==> src/rtl/cfs_pkg.sv <==
package cfs_pkg;

    typedef enum logic [2:0] {
        ST_IDLE  = 3'd0,
        ST_SOFT  = 3'd1,
        ST_RUN   = 3'd2,
        ST_LIMIT = 3'd3,
        ST_HOT   = 3'd4,
        ST_WAIT  = 3'd5
    } cfs_state_e;

    typedef struct packed {
        logic hot;
        logic shrt;
        logic ocl;
    } cfs_flags_t;

    typedef struct packed {
        logic en;
        logic lim;
        logic ss;
        logic flt;
    } cfs_outs_t;

    function automatic logic cfs_is_on(input cfs_state_e s);
        return (s == ST_SOFT) || (s == ST_RUN) || (s == ST_LIMIT);
    endfunction

    function automatic logic cfs_is_off_fault(input cfs_state_e s);
        return (s == ST_HOT) || (s == ST_WAIT);
    endfunction

endpackage

==> src/rtl/cfs_tick_timer.sv <==
module cfs_tick_timer #(
    parameter int unsigned TICKS = 10000
) (
    input  logic clk,
    input  logic rst,
    input  logic run_i,
    input  logic tick_i,
    output logic done_o
);
    localparam int unsigned CW = $clog2(TICKS + 1);
    localparam logic [CW-1:0] LAST = CW'(TICKS - 1);

    logic [CW-1:0] cnt_q;

    assign done_o = run_i && tick_i && (cnt_q == LAST);

    always_ff @(posedge clk) begin
        if (rst || !run_i) begin
            cnt_q <= '0;
        end else if (tick_i) begin
            cnt_q <= done_o ? '0 : cnt_q + 1'b1;
        end
    end


    no_overflow_chk: assert property (@(posedge clk) disable iff (rst)
        cnt_q <= LAST);


    idle_clear_chk: assert property (@(posedge clk) disable iff (rst)
        !run_i |=> cnt_q == '0);

endmodule

==> src/rtl/cfs_fsm.sv <==
module cfs_fsm
    import cfs_pkg::*;
(
    input  logic       clk,
    input  logic       rst,
    input  logic       dis_i,
    input  cfs_flags_t flg_i,
    input  logic       cool_i,
    input  logic       ss_done_i,
    input  logic       lim_done_i,
    input  logic       ret_done_i,
    output logic       lim_run_o,
    output logic       ret_run_o,
    output cfs_outs_t  outs_o
);
    cfs_state_e st_q, st_d;
    logic       flt_q, flt_d;

    always_comb begin
        st_d = st_q;
        if (dis_i) begin
            st_d = ST_IDLE;
        end else begin
            unique case (st_q)
                ST_IDLE:  st_d = ST_SOFT;
                ST_SOFT: begin
                    if (flg_i.hot)       st_d = ST_HOT;
                    else if (flg_i.shrt) st_d = ST_WAIT;
                    else if (ss_done_i)  st_d = ST_RUN;
                end
                ST_RUN: begin
                    if (flg_i.hot)       st_d = ST_HOT;
                    else if (flg_i.shrt) st_d = ST_WAIT;
                    else if (flg_i.ocl)  st_d = ST_LIMIT;
                end
                ST_LIMIT: begin
                    if (flg_i.hot)       st_d = ST_HOT;
                    else if (flg_i.shrt) st_d = ST_WAIT;
                    else if (!flg_i.ocl) st_d = ST_RUN;
                    else if (lim_done_i) st_d = ST_WAIT;
                end
                ST_HOT:   if (cool_i)     st_d = ST_WAIT;
                ST_WAIT:  if (ret_done_i) st_d = ST_SOFT;
                default:  st_d = ST_IDLE;
            endcase
        end
    end

    always_comb begin
        flt_d = flt_q;
        if (st_d == ST_IDLE)
            flt_d = 1'b0;
        else if (cfs_is_off_fault(st_d))
            flt_d = 1'b1;
        else if (st_q == ST_SOFT && st_d == ST_RUN)
            flt_d = 1'b0;
    end

    always_ff @(posedge clk) begin
        if (rst) begin
            st_q  <= ST_IDLE;
            flt_q <= 1'b0;
        end else begin
            st_q  <= st_d;
            flt_q <= flt_d;
        end
    end

    assign lim_run_o  = (st_q == ST_LIMIT);
    assign ret_run_o  = (st_q == ST_WAIT);
    assign outs_o.en  = cfs_is_on(st_q);
    assign outs_o.lim = (st_q == ST_LIMIT);
    assign outs_o.ss  = (st_q == ST_SOFT);
    assign outs_o.flt = flt_q;


    dis_idle_chk: assert property (@(posedge clk) disable iff (rst)
        dis_i |=> !outs_o.en && !outs_o.ss && !outs_o.flt);


    short_off_chk: assert property (@(posedge clk) disable iff (rst)
        (outs_o.en && flg_i.shrt && !dis_i) |=> !outs_o.en && outs_o.flt);


    hot_off_chk: assert property (@(posedge clk) disable iff (rst)
        (outs_o.en && flg_i.hot && !dis_i) |=> !outs_o.en && outs_o.flt);


    lim_exit_chk: assert property (@(posedge clk) disable iff (rst)
        (outs_o.lim && !flg_i.ocl && !flg_i.shrt && !flg_i.hot && !dis_i)
        |=> outs_o.en && !outs_o.lim && !outs_o.flt);


    fault_clr_chk: assert property (@(posedge clk) disable iff (rst)
        $fell(outs_o.flt) |-> $past(dis_i || (outs_o.ss && ss_done_i)));


    ss_entry_chk: assert property (@(posedge clk) disable iff (rst)
        $rose(outs_o.ss) |-> $past(!outs_o.en));

endmodule

==> src/rtl/chan_fault_seq.sv <==
module chan_fault_seq
    import cfs_pkg::*;
#(
    parameter int unsigned LIM_TICKS   = 10000,
    parameter int unsigned RETRY_TICKS = 100000
) (
    input  logic clk,
    input  logic rst,
    input  logic disable_i,
    input  logic tick_i,
    input  logic oc_lim_i,
    input  logic short_i,
    input  logic hot_i,
    input  logic cool_i,
    input  logic ss_done_i,
    output logic chan_en_o,
    output logic limit_act_o,
    output logic ss_req_o,
    output logic fault_o
);
    cfs_flags_t flags;
    cfs_outs_t  outs;
    logic       lim_run, ret_run, lim_done, ret_done;

    assign flags = '{hot: hot_i, shrt: short_i, ocl: oc_lim_i};

    cfs_tick_timer #(.TICKS(LIM_TICKS)) u_lim_tmr (
        .clk    (clk),
        .rst    (rst),
        .run_i  (lim_run),
        .tick_i (tick_i),
        .done_o (lim_done)
    );

    cfs_tick_timer #(.TICKS(RETRY_TICKS)) u_ret_tmr (
        .clk    (clk),
        .rst    (rst),
        .run_i  (ret_run),
        .tick_i (tick_i),
        .done_o (ret_done)
    );

    cfs_fsm u_fsm (
        .clk        (clk),
        .rst        (rst),
        .dis_i      (disable_i),
        .flg_i      (flags),
        .cool_i     (cool_i),
        .ss_done_i  (ss_done_i),
        .lim_done_i (lim_done),
        .ret_done_i (ret_done),
        .lim_run_o  (lim_run),
        .ret_run_o  (ret_run),
        .outs_o     (outs)
    );

    assign chan_en_o   = outs.en;
    assign limit_act_o = outs.lim;
    assign ss_req_o    = outs.ss;
    assign fault_o     = outs.flt;

endmodule

==> config.mk <==
export PLATFORM = sky130hd
export DESIGN_NAME = chan_fault_seq
export DESIGN_NICKNAME = d
export VERILOG_FILES = /design/src/rtl/cfs_pkg.sv /design/src/rtl/cfs_tick_timer.sv /design/src/rtl/cfs_fsm.sv /design/src/rtl/chan_fault_seq.sv
export SDC_FILE = /design/constraint.sdc
export NUM_CORES = 1
export LEC_CHECK = 0
export BUFFER_PORTS_ARGS = -buffer_cell sky130_fd_sc_hd__buf_2
export CAP_MARGIN = 20
export CELL_PAD_IN_SITES_DETAIL_PLACEMENT = 2
export CELL_PAD_IN_SITES_GLOBAL_PLACEMENT = 2
export CORE_MARGIN = 1
export CORE_UTILIZATION = 38
export CTS_BUF_LIST = sky130_fd_sc_hd__clkbuf_16
export DETAILED_ROUTE_END_ITERATION = 8
export PLACE_DENSITY_LB_ADDON = 0.08
export SLEW_MARGIN = 10
export SYNTH_ARGS = -nofsm -noshare
export SYNTH_HDL_FRONTEND = slang
export SYNTH_SLANG_ARGS = --single-unit
==> constraint.sdc <==
create_clock -name clk -period 5.9 [get_ports clk]
set_clock_uncertainty 0.15 [all_clocks]
set_input_delay 0 -clock clk [delete_from_list [all_inputs] [get_ports clk]]
set_output_delay 0 -clock clk [all_outputs]
set_load 0.05 [all_outputs]
==> results_dict.tcl <==
set metrics [dict create \
    syn-cell-area_sq_mm 0.00166 \
    chipWidth_um 68.1 \
    num_rows 23 \
    stdcell_area_sq_mm 0.00191 \
    fin_setup_tns_ns 0 \
    critPathKind "flip-flop to flip-flop" \
    setup_viol 0 \
    nets 226 \
    power.internal_mw 0.399 \
    holdCritPathClass "primary input to flip-flop" \
    drive_gt1_share_pct 8.80 \
    outcome "finished clean" \
    power_density_mw_per_mm2 268 \
    maxCapViolCount 0 \
    end_kind "flip-flop" \
    dp_hpwl_um 3220 \
    fmax_ghz 0.448 \
    setup.worst_path.end "u_fsm.flt_q" \
    gp_congestion 0.753 \
    synth.distinct_cells 34 \
    seq_power_share_pct 46.9 \
    synth.net_count 210 \
    leakagePower_nw 0.656 \
    r2r_slack_ns 3.67 \
    clock_latency_ns 0.28 \
    switching_power_mw 0.114 \
    syn_avg_cell_area_sq_um 8.35 \
    antennaDiodeCount 0 \
    grt_usage_pct 22.6 \
    ant_nets 0 \
    cts_buffers 5 \
    die-area_sq_mm 0.00464 \
    rsz0062_at_grt "false" \
    crit_arrival_ns 2.23 \
    cp_top_family "compound AO/OA/AOI/OAI gates" \
    final_cell_mix "48 x nor2_1, 35 x dfxtp_1, 15 x xor2_1" \
    cts.sinks 35 \
    cts_resized 0 \
    postCtsSetupBuffers 0 \
    viasPerCell 5.41 \
    max_slew_margin_pct 69.2 \
    peakVddDrop_uv 143 \
    cts.path.max_buffers 2 \
    drtIter0Drc 47 \
    path_cells "ha_1, nand2_1, or4_1, o311a_1, o21ai_2, o221ai_1" \
    synth_edf_count 0 \
    grt_overflow_total 0 \
    async_reset_ff_share_pct 0 \
    placed_area_sq_mm 0.00175 \
    register_area_sq_um 701 \
    hold_viol 0 \
    crit_fanout 5 \
    crit_required_ns 5.90 \
    area_growth_pct 15.2 \
    switching_share_pct 22.2 \
    final_common_cell "nor2_1" \
    ys.flop_type "dfxtp_1" \
    start_util_pct 40.7 \
    startpoint_type "flip-flop" \
    cp.depth 6 \
    rr_worst_depth 6 \
    coreArea_sq_mm 0.00409 \
    yosysSeqAreaShare_pct 42.2 \
    grt_pass1_wl_um 7480 \
    combinationalPowerShare_pct 4.8 \
    ios 13 \
    route.vias.total 1439 \
    die_y_um 68.1 \
    first_pass_iters 4 \
    crit_start "u_ret_tmr.cnt_q[0]" \
    regToRegStartpoint "u_ret_tmr.cnt_q[0]" \
    syn-instance-count 199 \
    critPathMaxStageDelay_ns 0.43 \
    numPortBuffers 12 \
    clk_pin_slew_ns 0.05 \
    first_global_vias 1567 \
    p_clk_share_pct 48.4 \
    grt_max_degree 18 \
    htree_levels 2 \
    r2r-end "u_fsm.flt_q" \
    finalCriticalPeriod_ns 2.23 \
    crit_buf_inv 0 \
    cts_tree "yes" \
    wl_per_cell_um 17.0 \
    routed_wl_um 4510 \
    fillCellCount 475 \
    fin_crit_sh_pct 37.8 \
    synth-seq-cells 35 \
    antenna_found_initial 0 \
    multi_input_area_sq_um 906 \
    cp_slowest_cell "or4_1" \
    yosys_warnings 0 \
    clockRootBuffer "clkbuf_16" \
    drc 0 \
    drv_slew 0 \
    tightest_slew_ns 0.461 \
]
-- power groups by stage --
stage	clock network (mW)	logic, mW	registers [mW]
6_report	0.248	0.0244	0.240
5_1_grt	0.264	0.0268	0.240
4_1_cts	0.254	0.0248	0.240
3_5_place_dp	0	0.0228	0.245
3_3_place_gp	0	0.0215	0.245
2_1_floorplan	0	0.0151	0.245
-- flip-flops by register name, indices dropped and copies added (netlist names) --
register,cells
u_fsm.flt_q,1
u_lim_tmr.cnt_q,14
u_fsm.st_q,3
u_ret_tmr.cnt_q,17
-- cells in the mapped netlist (all sizes together), types with 2 or more instances --
cell	count	share of area (%)
and3	2	0.75
mux2i	2	1.2
ha	2	1.5
dfxtp	35	42
xor2	15	7.9
nor2b	2	0.75
nand2	13	2.9
clkbuf	3	0.68
or3	2	0.75
nand4	9	3.4
nand3	12	3.6
nor2	48	11
a31oi	2	0.75
inv	5	1.1
nand2b	2	0.75
a21oi	2	0.60
nor3	8	2.4
nor4b	2	1.1
a22oi	2	0.90
o21ai	4	1.4
buf	3	1.5
xnor2	14	7.4
-- worst register-to-register path: cells and delay by family, from the launching register on --
family | cells | cell delay, ns
compound gates | 3 | 0.75
simple gates | 2 | 0.58
fa+ha+maj | 1 | 0.22
flops | 1 | 0.40
-- layout make-up --
class / instances / area share [%]
sequential: 35 / 36.6
clock inverter: 3 / 0.588
multi-input combinational: 153 / 47.3
clock buffer: 5 / 6.54
timing repair buffer: 15 / 4.71
tap: 50 / 3.27
inverter: 5 / 0.980
-- logic make-up (layout without fill, tap and decap cells) --
group	Yosys count	after routing	synth area share (%)
AND/OR/NAND/NOR	105	105	30.2
adder cells (fa/ha/maj)	2	2	1.51
multiplexers	2	2	1.20
buffers and inverters	11	28	3.31
flip-flops	35	35	42.2
XOR/XNOR	29	29	15.3
AO/OA/AOI/OAI	15	15	6.33
-- how the worst min path moves through the flow --
stage,start,endpoint,cells after the start
6_report,tick_i,u_ret_tmr.cnt_q[1],3
3_5_place_dp,rst,u_lim_tmr.cnt_q[1],2
4_1_cts,cool_i,u_fsm.st_q[0],5
3_3_place_gp,rst,u_lim_tmr.cnt_q[1],2
5_1_grt,tick_i,u_ret_tmr.cnt_q[1],3
2_1_floorplan,rst,u_lim_tmr.cnt_q[1],1
-- per-layer routing --
layer | up-vias | wire length (um) | GRT usage [%]
li1 | 708 | - | -
met4 | 0 | 77 | 8.85
met2 | 18 | 2330 | 39.1
met3 | 9 | 140 | 6.50
met1 | 704 | 1960 | 25.9
met5 | - | 0 | 0
-- through the flow --
step / worst slack (ns) / std cells / hold WS (ns) / power [mW] / util (%)
6_report: 3.67 / 266 / 0.0361 / 0.513 / 46.8
5_1_grt: 3.50 / 266 / 0.0622 / 0.532 / 46.8
4_1_cts: 3.64 / 266 / 0.0435 / 0.518 / 46.8
3_5_place_dp: 3.66 / 255 / 0.103 / 0.268 / 42.8
3_3_place_gp: 3.78 / 255 / 0.104 / 0.267 / 42.8
2_1_floorplan: 3.87 / 199 / -0.0707 / 0.260 / -
-- timing repair --
item / in CTS / in global routing
hold buffers: 3 / 0
setup endpoints to repair: 0 / 0
endpoints found under the hold margin: 5 / 0
No activity file was read; power rests on OpenSTA's default activity.
